### src/rtl/dma_addr_gen.sv
module dma_addr_gen #(
  parameter int PW = 8,
  parameter int OW = 16
) (
  input  logic               clk,
  input  logic               rst_n,
  input  logic               pg_wr,
  input  logic [7:0]         pg_port,
  input  logic [15:0]        pg_data,
  input  logic               start,
  input  logic [2:0]         start_ch,
  input  logic [OW-1:0]      start_ofs,
  input  logic [OW-1:0]      start_cnt,
  input  logic [OW-1:0]      wrap_mask,
  input  logic               step,
  output logic [PW+OW-1:0]   byte_addr,
  output logic [OW+1:0]      xfer_bytes,
  output logic               busy,
  output logic               tc
);
  localparam int AW = PW + OW;

  logic [PW-1:0] page_q [8];
  logic          hit;
  logic [2:0]    idx;
  logic [2:0]    ch_q;
  logic [OW-1:0] ofs_q, cnt_q;
  logic [PW-1:0] page_cur;

  always_comb begin
    hit = 1'b1;
    idx = 3'd0;
    case (pg_port)
      8'h81: idx = 3'd2;
      8'h82: idx = 3'd3;
      8'h83: idx = 3'd1;
      8'h89: idx = 3'd6;
      8'h8A: idx = 3'd7;
      8'h8B: idx = 3'd5;
      default: hit = 1'b0;
    endcase
  end

  always_ff @(posedge clk) begin
    if (!rst_n) begin
      for (int i = 0; i < 8; i++) page_q[i] <= '0;
    end else if (pg_wr && hit) begin
      page_q[idx] <= pg_data[PW-1:0];
    end
  end

  always_ff @(posedge clk) begin
    if (!rst_n) begin
      ch_q       <= '0;
      ofs_q      <= '0;
      cnt_q      <= '0;
      busy       <= 1'b0;
      tc         <= 1'b0;
      xfer_bytes <= '0;
    end else begin
      tc <= 1'b0;
      if (start) begin
        ch_q       <= start_ch;
        ofs_q      <= start_ofs & wrap_mask;
        cnt_q      <= start_cnt;
        busy       <= 1'b1;
        xfer_bytes <= ({2'b00, start_cnt} + 1'b1) << start_ch[2];
      end else if (step && busy) begin
        ofs_q <= (ofs_q + 1'b1) & wrap_mask;
        if (cnt_q == '0) begin
          busy <= 1'b0;
          tc   <= 1'b1;
        end else begin
          cnt_q <= cnt_q - 1'b1;
        end
      end
    end
  end

  assign page_cur  = page_q[ch_q];
  assign byte_addr = ch_q[2] ? AW'({page_cur[PW-1:1], ofs_q, 1'b0})
                             : AW'({page_cur, ofs_q});
endmodule

### config.mk
export PLATFORM = sky130hd
export DESIGN_NAME = dma_addr_gen
export DESIGN_NICKNAME = d
export VERILOG_FILES = /design/src/rtl/dma_addr_gen.sv
export SDC_FILE = /design/constraint.sdc
export NUM_CORES = 1
export LEC_CHECK = 0
export ABC_AREA = 1
export ABC_CLOCK_PERIOD_IN_PS = 1800
export BUFFER_PORTS_ARGS = -buffer_cell sky130_fd_sc_hd__buf_2
export CAP_MARGIN = 25
export CELL_PAD_IN_SITES_DETAIL_PLACEMENT = 1
export CELL_PAD_IN_SITES_GLOBAL_PLACEMENT = 1
export CORE_ASPECT_RATIO = 0.7
export CORE_MARGIN = 2
export CORE_UTILIZATION = 37
export DETAILED_ROUTE_END_ITERATION = 12
export GPL_TIMING_DRIVEN = 0
export PLACE_DENSITY_LB_ADDON = 0.1
export SLEW_MARGIN = 40
export SYNTH_ARGS = -nofsm -noshare
export SYNTH_HDL_FRONTEND = slang
export SYNTH_SLANG_ARGS = --single-unit
### constraint.sdc
create_clock -name clk -period 1.8 [get_ports clk]
set_clock_uncertainty 0.1 [all_clocks]
set_input_delay 0.36 -clock clk [delete_from_list [all_inputs] [get_ports clk]]
set_output_delay 0.36 -clock clk [all_outputs]
set_load 0.02 [all_outputs]
==> flow_metrics.py, run 1 <==
metrics = {
    "status": {
        "outcome": "finished, violations left",
        "violations": "negative setup slack",
    },
    "sta": {
        "setup_slack_ns": -0.3659,
        "rsz0062_at_grt": "yes",
        "finalCritPeriodShare_pct": 120.3,
        "setup_tns_ns": -2.659,
        "slew-limit-headroom_pct": 36.44,
        "slew_viol_final": 0,
        "worst_pin_slew_ns": 0.9534,
        "fmax_ghz": 0.4617,
        "setup_viol_count_final": 9,
        "fin_crit_ns": 2.166,
        "hold_violations": 0,
    },
    "floorplan": {
        "coreArea_um2": 17850,
        "io_pins": 124,
        "fp.dieH_um": 116.6,
        "core.rowCount": 41,
        "die-area_um2": 19210,
        "die_width_um": 164.8,
        "initial_core_util_pct": 37.52,
    },
    "placement": {
        "placed_cells": 1271,
        "placed_cell_area_um2": 7616,
        "gp_congestion": 0.8693,
        "port_buffers": 113,
        "hpwl_mm": 18.15,
    },
    "power": {
        "p_comb_share_pct": 18.9,
        "leakagePower_nw": 3.853,
        "fin_total_pwr_w": 0.007995,
        "ir_drop_mv": 0.5700,
        "p_per_area_nw_per_um2": 911.9,
        "switchingPower_w": 0.002442,
        "power_frac_clock_pct": 40.4,
        "p_sw_share_pct": 30.55,
        "power_frac_seq_pct": 40.7,
        "p_int_w": 0.005553,
    },
    "clock_tree": {
        "cts_buffer_depth": 2,
        "clock_latency_ns": 0.43,
        "cts_htree_levels": 4,
        "clockRootBuffer": "clkbuf_16",
        "cts_tree": "done",
        "postCtsHoldBufs": 0,
        "cts_sinks": 122,
        "cts-buffers-inserted": 17,
        "path_clk_slew_ns": 0.06,
    },
    "min_path": {
        "holdCritPathClass": "in2reg",
    },
    "worst_setup_path": {
        "critPathMaxFanout": 10,
        "arrival_ns": 1.71,
        "critPathKind": "reg2out",
        "crit_required_ns": 1.34,
        "worst_setup_path_end_kind": "output pin",
        "cp-start-kind": "flop",
    },
    "global_route": {
        "grt_pass1_vias": 6651,
        "grt_start_max_net_pins": 18,
        "antenna_found_initial": 0,
        "grt_overflow": 0,
        "grtUsageTotal_pct": 26.26,
        "grt_pass1_wl_mm": 37.85,
    },
    "final_layout": {
        "fillers": 2262,
        "areaGrowthSynthToFinish_pct": 30.90,
        "nets": 1146,
        "drive_gt1_share_pct": 24.84,
        "design_area_um2": 8767,
        "final_cells": 1311,
        "antenna_cells": 0,
    },
    "routing": {
        "wl_met3_mm": 1.337,
        "wl_met2_mm": 10.56,
        "num_vias": 6803,
        "antenna_left": 0,
        "highest_layer": "met4",
        "met1_length_mm": 12.39,
        "wl_per_cell_um": 18.79,
        "wl_mm": 24.64,
        "dr.pass1.iters": 5,
        "via_per_inst": 5.189,
        "drcViolationCount": 0,
        "drt_iter0_drc": 506,
    },
    "synthesis": {
        "synth-edff-count": 64,
        "synth_compound_area_share_pct": 13.19,
        "yosysWarnings": 0,
        "ys_ff_latch": 122,
        "synthTopCellsByCount": "219 x nand2_1, 195 x nor2_1, 75 x inv_1",
        "synth-seq-area-share_pct": 46.03,
        "synth.most_common_cell": "nand2_1",
        "yosysTopAreaCell": "edfxtp_1",
        "netlist_instances": 907,
        "synth_area_per_cell_um2": 7.384,
        "ys.flop_type": "edfxtp_1",
        "synth_top_cell_area_share_pct": 28.69,
        "synth_top_family_by_area": "simple AND/OR/NAND/NOR gates",
        "yosys.area_share.adder_pct": 0.7472,
        "syn_area_um2": 6698,
        "async_reset_ff_share_pct": 0,
        "synth-xor-area-share_pct": 0.9154,
        "synth_mux_area_share_pct": 0,
        "ys_top_cells_by_area": "edfxtp_1 29%, dfxtp_1 17%, nand2_1 12%, nor2_1 11%, o21ai_0 5.2%",
        "synthSimpleGateAreaFrac_pct": 32.08,
        "ys_types": 46,
    },
    "flow_run": {
        "drv_cap": 0,
    },
}
stage by stage:
stage,hold WS [ns],utilization (%),setup WS [ns]
after CTS,0.1159,47.95,-0.3406
after detailed placement,0.3555,42.66,-0.5054
after global placement,0.3588,42.65,-0.4606
final,0.09039,49.11,-0.3659
after floorplan,0.3540,-,-0.03772
after global routing,0.1019,49.11,-0.4169
placed cells by master, fill, tap and decap left out, types with 5 or more instances in the layout:
master / n
nor3_1: 8
inv_1: 72
clkbuf_1: 6
nand3_1: 46
o32ai_2: 10
clkbuf_16: 22
o21ai_2: 9
nor2_2: 15
dfxtp_2: 8
nand2_1: 210
nand4_1: 12
a21oi_1: 39
conb_1: 16
o21ai_1: 15
buf_4: 22
xor2_1: 6
buf_6: 10
dfxtp_1: 46
o21ai_0: 53
buf_2: 106
nor2_1: 180
nand2_4: 12
edfxtp_1: 64
clkinv_4: 5
o211ai_1: 6
nor2_4: 8
critical path, cell delays in order (launching register included):
cell and delay, ns:
dfxtp_4 0.43, clkbuf_16 0.19, nor2_2 0.05, o32ai_1 0.30
nand2_1 0.10, nand2_1 0.09, buf_6 0.12
layout make-up:
type | instances | area (um2) | area share [%]
Clock buffer | 17 | 425.4 | 4.852
Clock inverter | 15 | 127.6 | 1.456
Multi-Input combinational cell | 685 | 3455 | 39.40
Inverter | 78 | 309.0 | 3.525
Sequential cell | 122 | 3108 | 35.45
Buffer | 35 | 310.3 | 3.539
Tap cell | 236 | 295.3 | 3.368
Timing Repair Buffer | 123 | 737.0 | 8.406
power groups by stage:
stage | Clock (W) | Sequential, W | Combinational, W
floorplan | 0 | 0.00327 | 0.000813
global placement | 0 | 0.00328 | 0.00129
detailed placement | 0 | 0.00328 | 0.00131
CTS | 0.00325 | 0.00324 | 0.00144
global route | 0.00339 | 0.00328 | 0.00166
finish | 0.00323 | 0.00326 | 0.00151
routing by layer:
layer / track usage, % / vias to the layer above
met5: 0 / -
met4: 6.377 / 0
met2: 39.44 / 187
met1: 39.62 / 3291
li1: - / 3300
met3: 3.906 / 25
repair_timing:
action                                  4_1_cts  5_1_grt
pin swaps                                     7        5
gates resized for setup                     101       65
hold endpoints to repair                      0        0
endpoints found under the setup margin       59       73
setup buffers                                 4        3
cloned                                        3        0
worst paths after layout:
check | start | end | slack, ns | depth (start not counted)
worst max-delay path | flop | byte_addr[23] | -0.37 | 6
worst min-delay path | wrap_mask[8] | ofs_q[8] | 0.09 | 3
worst max register to register | cnt_q[10] | cnt_q[12] | 0.11 | 9
worst min register to register | ofs_q[15] | ofs_q[15] | 0.39 | 2
cells by family after synthesis:
kind of cell	count (synthesis)
other	1
buffers and inverters	115
xor gates and xnor gates	7
and+or+nand+nor	506
adders and majority gates	4
DFF	122
AOI/OAI and AO/OA	152
flip-flops by register name, summed over array words and instances (netlist names), named ones only:
signal and cells:
page_q 64, busy 1, xfer_bytes 18, tc 1
ofs_q 16, cnt_q 16, ch_q 3
Note: power is estimated with default switching activity, not from simulation.
==> run 2: changes to the inputs <==
--- a/config.mk
+++ b/config.mk
@@ -15,7 +15,7 @@
 export CORE_MARGIN = 2
 export CORE_UTILIZATION = 37
 export DETAILED_ROUTE_END_ITERATION = 12
-export GPL_TIMING_DRIVEN = 0
+export GPL_TIMING_DRIVEN = 1
 export PLACE_DENSITY_LB_ADDON = 0.1
 export SLEW_MARGIN = 40
 export SYNTH_ARGS = -nofsm -noshare
==> run 2 against run 1 <==
The flow still finishes with violations (negative setup slack). Non-clock buffer count up 22. Largest cell class unchanged. Routed wire length decreased by 4.5%. Combinational power increased by 5%. Sequential share of layout area down 1.3 points. Flip-flop and latch count unchanged.
==> flow_metrics.py, run 2 (same netlist as run 1, synthesis figures left out) <==
metrics = {
    "clock_tree": {
        "cts_htree_levels": 4,
        "cts_buffer_depth": 2,
        "clock_latency_ns": 0.42,
        "path_clk_slew_ns": 0.06,
        "cts-buffers-inserted": 17,
        "cts_sinks": 122,
        "cts_tree": "done",
        "clockRootBuffer": "clkbuf_16",
        "postCtsHoldBufs": 0,
    },
    "sta": {
        "rsz0062_at_grt": "yes",
        "hold_violations": 0,
        "setup_viol_count_final": 10,
        "fmax_ghz": 0.4584,
        "fin_crit_ns": 2.182,
        "setup_slack_ns": -0.3817,
        "slew_viol_final": 0,
        "finalCritPeriodShare_pct": 121.2,
    },
    "worst_setup_path": {
        "crit_family": "flip-flops",
        "cp-start-kind": "flop",
        "path_cells": "clkbuf_16 -> nor2_2 -> o32ai_1 -> nand2_1 -> nand2_1 -> buf_6",
        "max_stage_delay_ns": 0.44,
        "critPathMostFrequentCell": "nand2_1",
        "critical_path_buf_inv_count": 2,
        "worst_setup_path_end_kind": "output pin",
        "crit_required_ns": 1.34,
        "critPathKind": "reg2out",
        "critPathMaxFanout": 8,
        "cpMaxStageDelayCell": "dfxtp_4",
        "arrival_ns": 1.72,
    },
    "floorplan": {
        "core.rowCount": 41,
        "coreArea_um2": 17850,
        "io_pins": 124,
        "die-area_um2": 19210,
        "initial_core_util_pct": 37.52,
        "fp.dieH_um": 116.6,
        "die_width_um": 164.8,
    },
    "flow_run": {
        "drv_cap": 0,
    },
    "routing": {
        "via_per_inst": 5.056,
        "wl_per_cell_um": 17.66,
        "drcViolationCount": 0,
        "num_vias": 6740,
        "antenna_left": 0,
        "wl_mm": 23.54,
        "dr.pass1.iters": 7,
        "drt_iter0_drc": 369,
    },
    "placement": {
        "hpwl_mm": 16.76,
        "port_buffers": 115,
        "placed_cell_area_um2": 8070,
        "gp_congestion": 0.8443,
    },
    "final_layout": {
        "areaGrowthSynthToFinish_pct": 35.57,
        "final_cell_mix": "212 x nand2_1, 191 x nor2_1, 94 x buf_2",
        "top_regs": "page_q (64), xfer_bytes (18)",
        "largest_reg_flops": 64,
        "fillers": 2249,
        "drive_gt1_share_pct": 25.43,
        "regMostFlops": "page_q",
        "design_area_um2": 9080,
        "nets": 1168,
        "final_common_cell": "nand2_1",
        "antenna_cells": 0,
    },
    "global_route": {
        "grt_pass1_wl_mm": 35.95,
        "grtUsageTotal_pct": 24.49,
        "grt_overflow": 0,
        "grt_pass1_vias": 6737,
        "antenna_found_initial": 0,
        "grt_start_max_net_pins": 39,
    },
    "power": {
        "leakagePower_nw": 4.002,
        "fin_total_pwr_w": 0.008441,
        "ir_drop_mv": 0.5388,
        "p_per_area_nw_per_um2": 929.6,
    },
    "status": {
        "outcome": "finished, violations left",
        "violations": "negative setup slack",
    },
    "min_path": {
        "holdCritPathClass": "in2reg",
    },
}
## run 2: cell type report
| type | count | area, um2 | area share, % |
|---|---|---|---|
| inverters | 78 | 306.5 | 3.376 |
| repair buffers | 180 | 1426 | 15.71 |
| multi-input cells | 685 | 3342 | 36.81 |
| clock inverters | 15 | 187.7 | 2.067 |
| clock buffers | 17 | 425.4 | 4.685 |
| well taps | 236 | 295.3 | 3.252 |
| flip-flops and latches | 122 | 3097 | 34.10 |
## run 2: per-layer routing
metal | wire length (um) | share of wire, % | global-route usage, %
met5 | 0 | 0 | 0
met4 | 142 | 0.60 | 3.826
met3 | 1246 | 5.3 | 4.261
met2 | 10200 | 43 | 38.13
met1 | 11940 | 51 | 36.31
## run 2: what timing repair did
item	CTS	global route
resized for setup	36	78
gates cloned	2	3
pin swaps	0	17
endpoints found under the setup margin	20	39
buffers inserted	1	1
## run 2: power by group
part | internal [W] | switching, W
Clock | 0.00221 | 0.00141
Combinational | 0.000632 | 0.000959
Sequential | 0.00311 | 0.000132
Total | 0.00594 | 0.00250
## run 2: final timing paths
check | from | end | slack (ns) | depth (start not counted)
setup / recovery | flop | byte_addr[21] | -0.38 | 6
hold / removal | start_ch[1] | flop | 0.12 | 3
setup reg to reg | cnt_q[10] | cnt_q[8] | 0.12 | 8
hold reg to reg | xfer_bytes[17] | xfer_bytes[17] | 0.37 | 2
## run 2: per-stage QoR
| stage | setup WS, ns | setup TNS [ns] | std cells | util, % | hold slack [ns] |
|---|---|---|---|---|---|
| 3_3_place_gp | -0.07622 | -3.199 | 1295 | 45.21 | 0.3543 |
| 2_1_floorplan | -0.03772 | -1.464 | 922 | - | 0.3540 |
| 5_1_grt | -0.4252 | -3.519 | 1333 | 50.86 | 0.1164 |
| 4_1_cts | -0.3338 | -2.635 | 1330 | 49.40 | 0.1027 |
| 6_report | -0.3817 | -2.736 | 1333 | 50.86 | 0.1206 |
| 3_5_place_dp | -0.1520 | -7.374 | 1295 | 45.21 | 0.3597 |
## run 2: tightest hold or removal path, cell delays in order
cell    delay, ns
buf_2        0.09
nor2_1       0.04
nor2_1       0.11
==> run 3: changes to the inputs <==
--- a/config.mk
+++ b/config.mk
@@ -5,7 +5,6 @@
 export SDC_FILE = /design/constraint.sdc
 export NUM_CORES = 1
 export LEC_CHECK = 0
-export ABC_AREA = 1
 export ABC_CLOCK_PERIOD_IN_PS = 1800
 export BUFFER_PORTS_ARGS = -buffer_cell sky130_fd_sc_hd__buf_2
 export CAP_MARGIN = 25
@@ -13,10 +12,10 @@
 export CELL_PAD_IN_SITES_GLOBAL_PLACEMENT = 1
 export CORE_ASPECT_RATIO = 0.7
 export CORE_MARGIN = 2
-export CORE_UTILIZATION = 37
+export CORE_UTILIZATION = 39
 export DETAILED_ROUTE_END_ITERATION = 12
 export GPL_TIMING_DRIVEN = 1
-export PLACE_DENSITY_LB_ADDON = 0.1
+export PLACE_DENSITY = 0.74
 export SLEW_MARGIN = 40
 export SYNTH_ARGS = -nofsm -noshare
 export SYNTH_HDL_FRONTEND = slang
==> run 3 against run 2 <==
The flow still finishes with violations (negative setup slack). Fmax fell by 8.9%. Sequential power barely moved. Flip-flop and latch count did not move. Global-route usage rose by 2.9 points. Critical path type unchanged. Largest cell class unchanged.
==> flow_metrics.py, run 3 <==
metrics = {
    "synthesis": {
        "yosysWarnings": 0,
        "ys_types": 69,
        "syn_area_um2": 6485,
        "synth_top_cell_area_share_pct": 29.64,
        "ys_top_cells_by_area": "edfxtp_1 30%, dfxtp_1 18%, mux4_2 5.6%, and2_1 5.3%, mux2_2 3.8%",
        "synth.most_common_cell": "edfxtp_1",
        "synthTopCellsByCount": "64 x edfxtp_1, 61 x nand2_1, 58 x dfxtp_1",
        "ys.flop_type": "edfxtp_1",
        "synth-edff-count": 64,
        "netlist_instances": 624,
        "synth_area_per_cell_um2": 10.39,
        "ys_ff_latch": 122,
        "async_reset_ff_share_pct": 0,
        "yosysTopAreaCell": "edfxtp_1",
        "synth-seq-area-share_pct": 47.54,
    },
    "worst_setup_path": {
        "critPathMaxFanout": 8,
        "worst_setup_path_end_kind": "output pin",
        "critical_path_buf_inv_count": 2,
        "crit_end": "byte_addr[17]",
        "max_stage_delay_ns": 0.54,
        "cp-start-kind": "flop",
        "critPathKind": "reg2out",
        "r2r.worst_path.cells": 6,
        "crit_cells": 4,
        "r2r_start": "cnt_q[7]",
        "arrival_ns": 1.93,
        "crit_family": "multiplexers",
        "cpMaxStageDelayCell": "mux4_2",
        "regToRegSetupSlack_ns": -0.22,
        "crit_required_ns": 1.34,
        "path_cells": "buf_12 -> mux4_2 -> mux2_2 -> buf_6",
        "rr_endpoint": "cnt_q[11]",
    },
    "global_route": {
        "grt_pass1_vias": 6531,
        "grtUsageTotal_pct": 27.36,
        "grt_pass1_wl_mm": 36.42,
        "antenna_found_initial": 1,
        "grt_overflow": 0,
        "grt_start_max_net_pins": 23,
    },
    "final_layout": {
        "largest_reg_flops": 64,
        "top_regs": "page_q (64), xfer_bytes (18)",
        "fillers": 1819,
        "multi_input_area_um2": 3527,
        "regMostFlops": "page_q",
        "drive_gt1_share_pct": 41.60,
        "final_common_cell": "buf_4",
        "areaGrowthSynthToFinish_pct": 42.41,
        "final_cell_mix": "97 x buf_4, 93 x buf_2, 64 x edfxtp_1",
        "regArea_um2": 3112,
        "final_cells": 1089,
        "nets": 934,
        "design_area_um2": 9235,
    },
    "floorplan": {
        "die-area_um2": 17690,
        "coreArea_um2": 16300,
        "die_width_um": 158.1,
        "initial_core_util_pct": 39.79,
        "core.rowCount": 39,
        "io_pins": 124,
        "fp.dieH_um": 111.9,
    },
    "placement": {
        "port_buffers": 115,
        "hpwl_mm": 16.85,
        "dpl_worst_slack_ns": -0.2424,
        "placed_cells": 1040,
        "gp_congestion": 0.8860,
        "placed_cell_area_um2": 8045,
    },
    "clock_tree": {
        "cts_htree_levels": 4,
        "cts_tree": "done",
        "path_clk_slew_ns": 0.06,
        "clockRootBuffer": "clkbuf_16",
        "clock_latency_ns": 0.42,
        "cts_sinks": 122,
        "postCtsHoldBufs": 0,
        "cts_buffer_depth": 2,
        "cts-buffers-inserted": 17,
    },
    "flow_run": {
        "drv_cap": 0,
    },
    "sta": {
        "setup_slack_ns": -0.5937,
        "fin_crit_ns": 2.394,
        "rsz0062_at_grt": "yes",
        "slew_viol_final": 0,
        "hold_violations": 0,
        "setup_viol_count_final": 36,
        "holdWs_ns": 0.1182,
        "finalCritPeriodShare_pct": 133.0,
        "fmax_ghz": 0.4178,
    },
    "status": {
        "violations": "negative setup slack",
        "outcome": "finished, violations left",
    },
    "power": {
        "fin_total_pwr_w": 0.008215,
        "ir_drop_mv": 0.5794,
        "p_per_area_nw_per_um2": 889.6,
        "leakagePower_nw": 3.714,
    },
    "routing": {
        "wl_mm": 25.10,
        "drcViolationCount": 0,
        "wl_per_cell_um": 23.05,
        "via_per_inst": 5.769,
        "drt_iter0_drc": 431,
        "dr.pass1.iters": 5,
        "num_vias": 6282,
        "antenna_left": 0,
    },
    "min_path": {
        "holdCritPathClass": "in2reg",
        "worst_hold_path.num_cells": 3,
    },
}
## run 3: kinds of logic (layout without fill, tap and decap cells)
group | Yosys count | after routing | synth area share [%]
AND/OR/NAND/NOR | 256 | 256 | 21.59
AO/OA/AOI/OAI | 136 | 136 | 13.95
flip-flops | 122 | 122 | 47.54
buffers and inverters | 47 | 271 | 3.878
multiplexers | 45 | 45 | 10.46
XOR/XNOR | 13 | 13 | 1.756
adder cells (fa/ha/maj) | 4 | 4 | 0.7718
other | 1 | 17 | 0.05783
## run 3: worst reg2reg max path, cell delays in order, from the launching register on
cell	delay (ns)
dfxtp_1	0.35
nor4_2	0.46
nand4_1	0.31
a21oi_2	0.26
buf_4	0.16
nor2_4	0.05
a32o_1	0.22
## run 3: worst min-delay path by stage
stage / end / startpoint
CTS: ofs_q[1] / start_ofs[1]
floorplan: flop / ch_q[0]
detailed placement: xfer_bytes[6] / xfer_bytes[6]
global route: ofs_q[1] / start_ofs[1]
global placement: xfer_bytes[10] / xfer_bytes[10]
finish: ofs_q[1] / start_ofs[1]
## run 3: per-stage QoR
| step | setup TNS (ns) | util, % |
|---|---|---|
| after floorplan | -5.349 | - |
| after global routing | -7.858 | 56.66 |
| after global placement | -4.816 | 49.36 |
| final | -6.827 | 56.66 |
| after detailed placement | -13.92 | 49.36 |
| after CTS | -5.246 | 55.22 |
## run 3: routing by layer
| metal | wire (um) | up-vias | share of wire (%) | GRT usage (%) |
|---|---|---|---|---|
| li1 | - | 2789 | - | - |
| met1 | 10490 | 3167 | 42 | 35.95 |
| met2 | 12220 | 254 | 49 | 45.28 |
| met3 | 1429 | 72 | 5.7 | 4.554 |
| met4 | 963 | 0 | 3.8 | 10.57 |
| met5 | 0 | - | 0 | 0 |
## run 3: report_power, final
group	internal, W	total (W)	switching [W]
registers	0.00309	0.00323	0.000132
logic	0.000714	0.00154	0.000830
clock network	0.00206	0.00344	0.00138
total	0.00587	0.00822	0.00235
## run 3: cell type report
| cell class | count | share of cell area, % |
|---|---|---|
| multi-input combinational | 470 | 38.19 |
| sequential | 122 | 33.69 |
| timing repair buffer | 228 | 18.21 |
| clock buffer | 17 | 4.606 |
| tap | 225 | 3.048 |
| clock inverter | 15 | 1.775 |
| inverter | 11 | 0.4471 |
| antenna | 1 | 0.02710 |
## run 3: timing repair
| action | in CTS | in global routing |
|---|---|---|
| hold endpoints to repair | 0 | 0 |
| endpoints found under the setup margin | 37 | 43 |
| pin swaps | 11 | 14 |
| gates cloned | 1 | 0 |
| setup buffers | 8 | 7 |
| gates resized for setup | 93 | 48 |
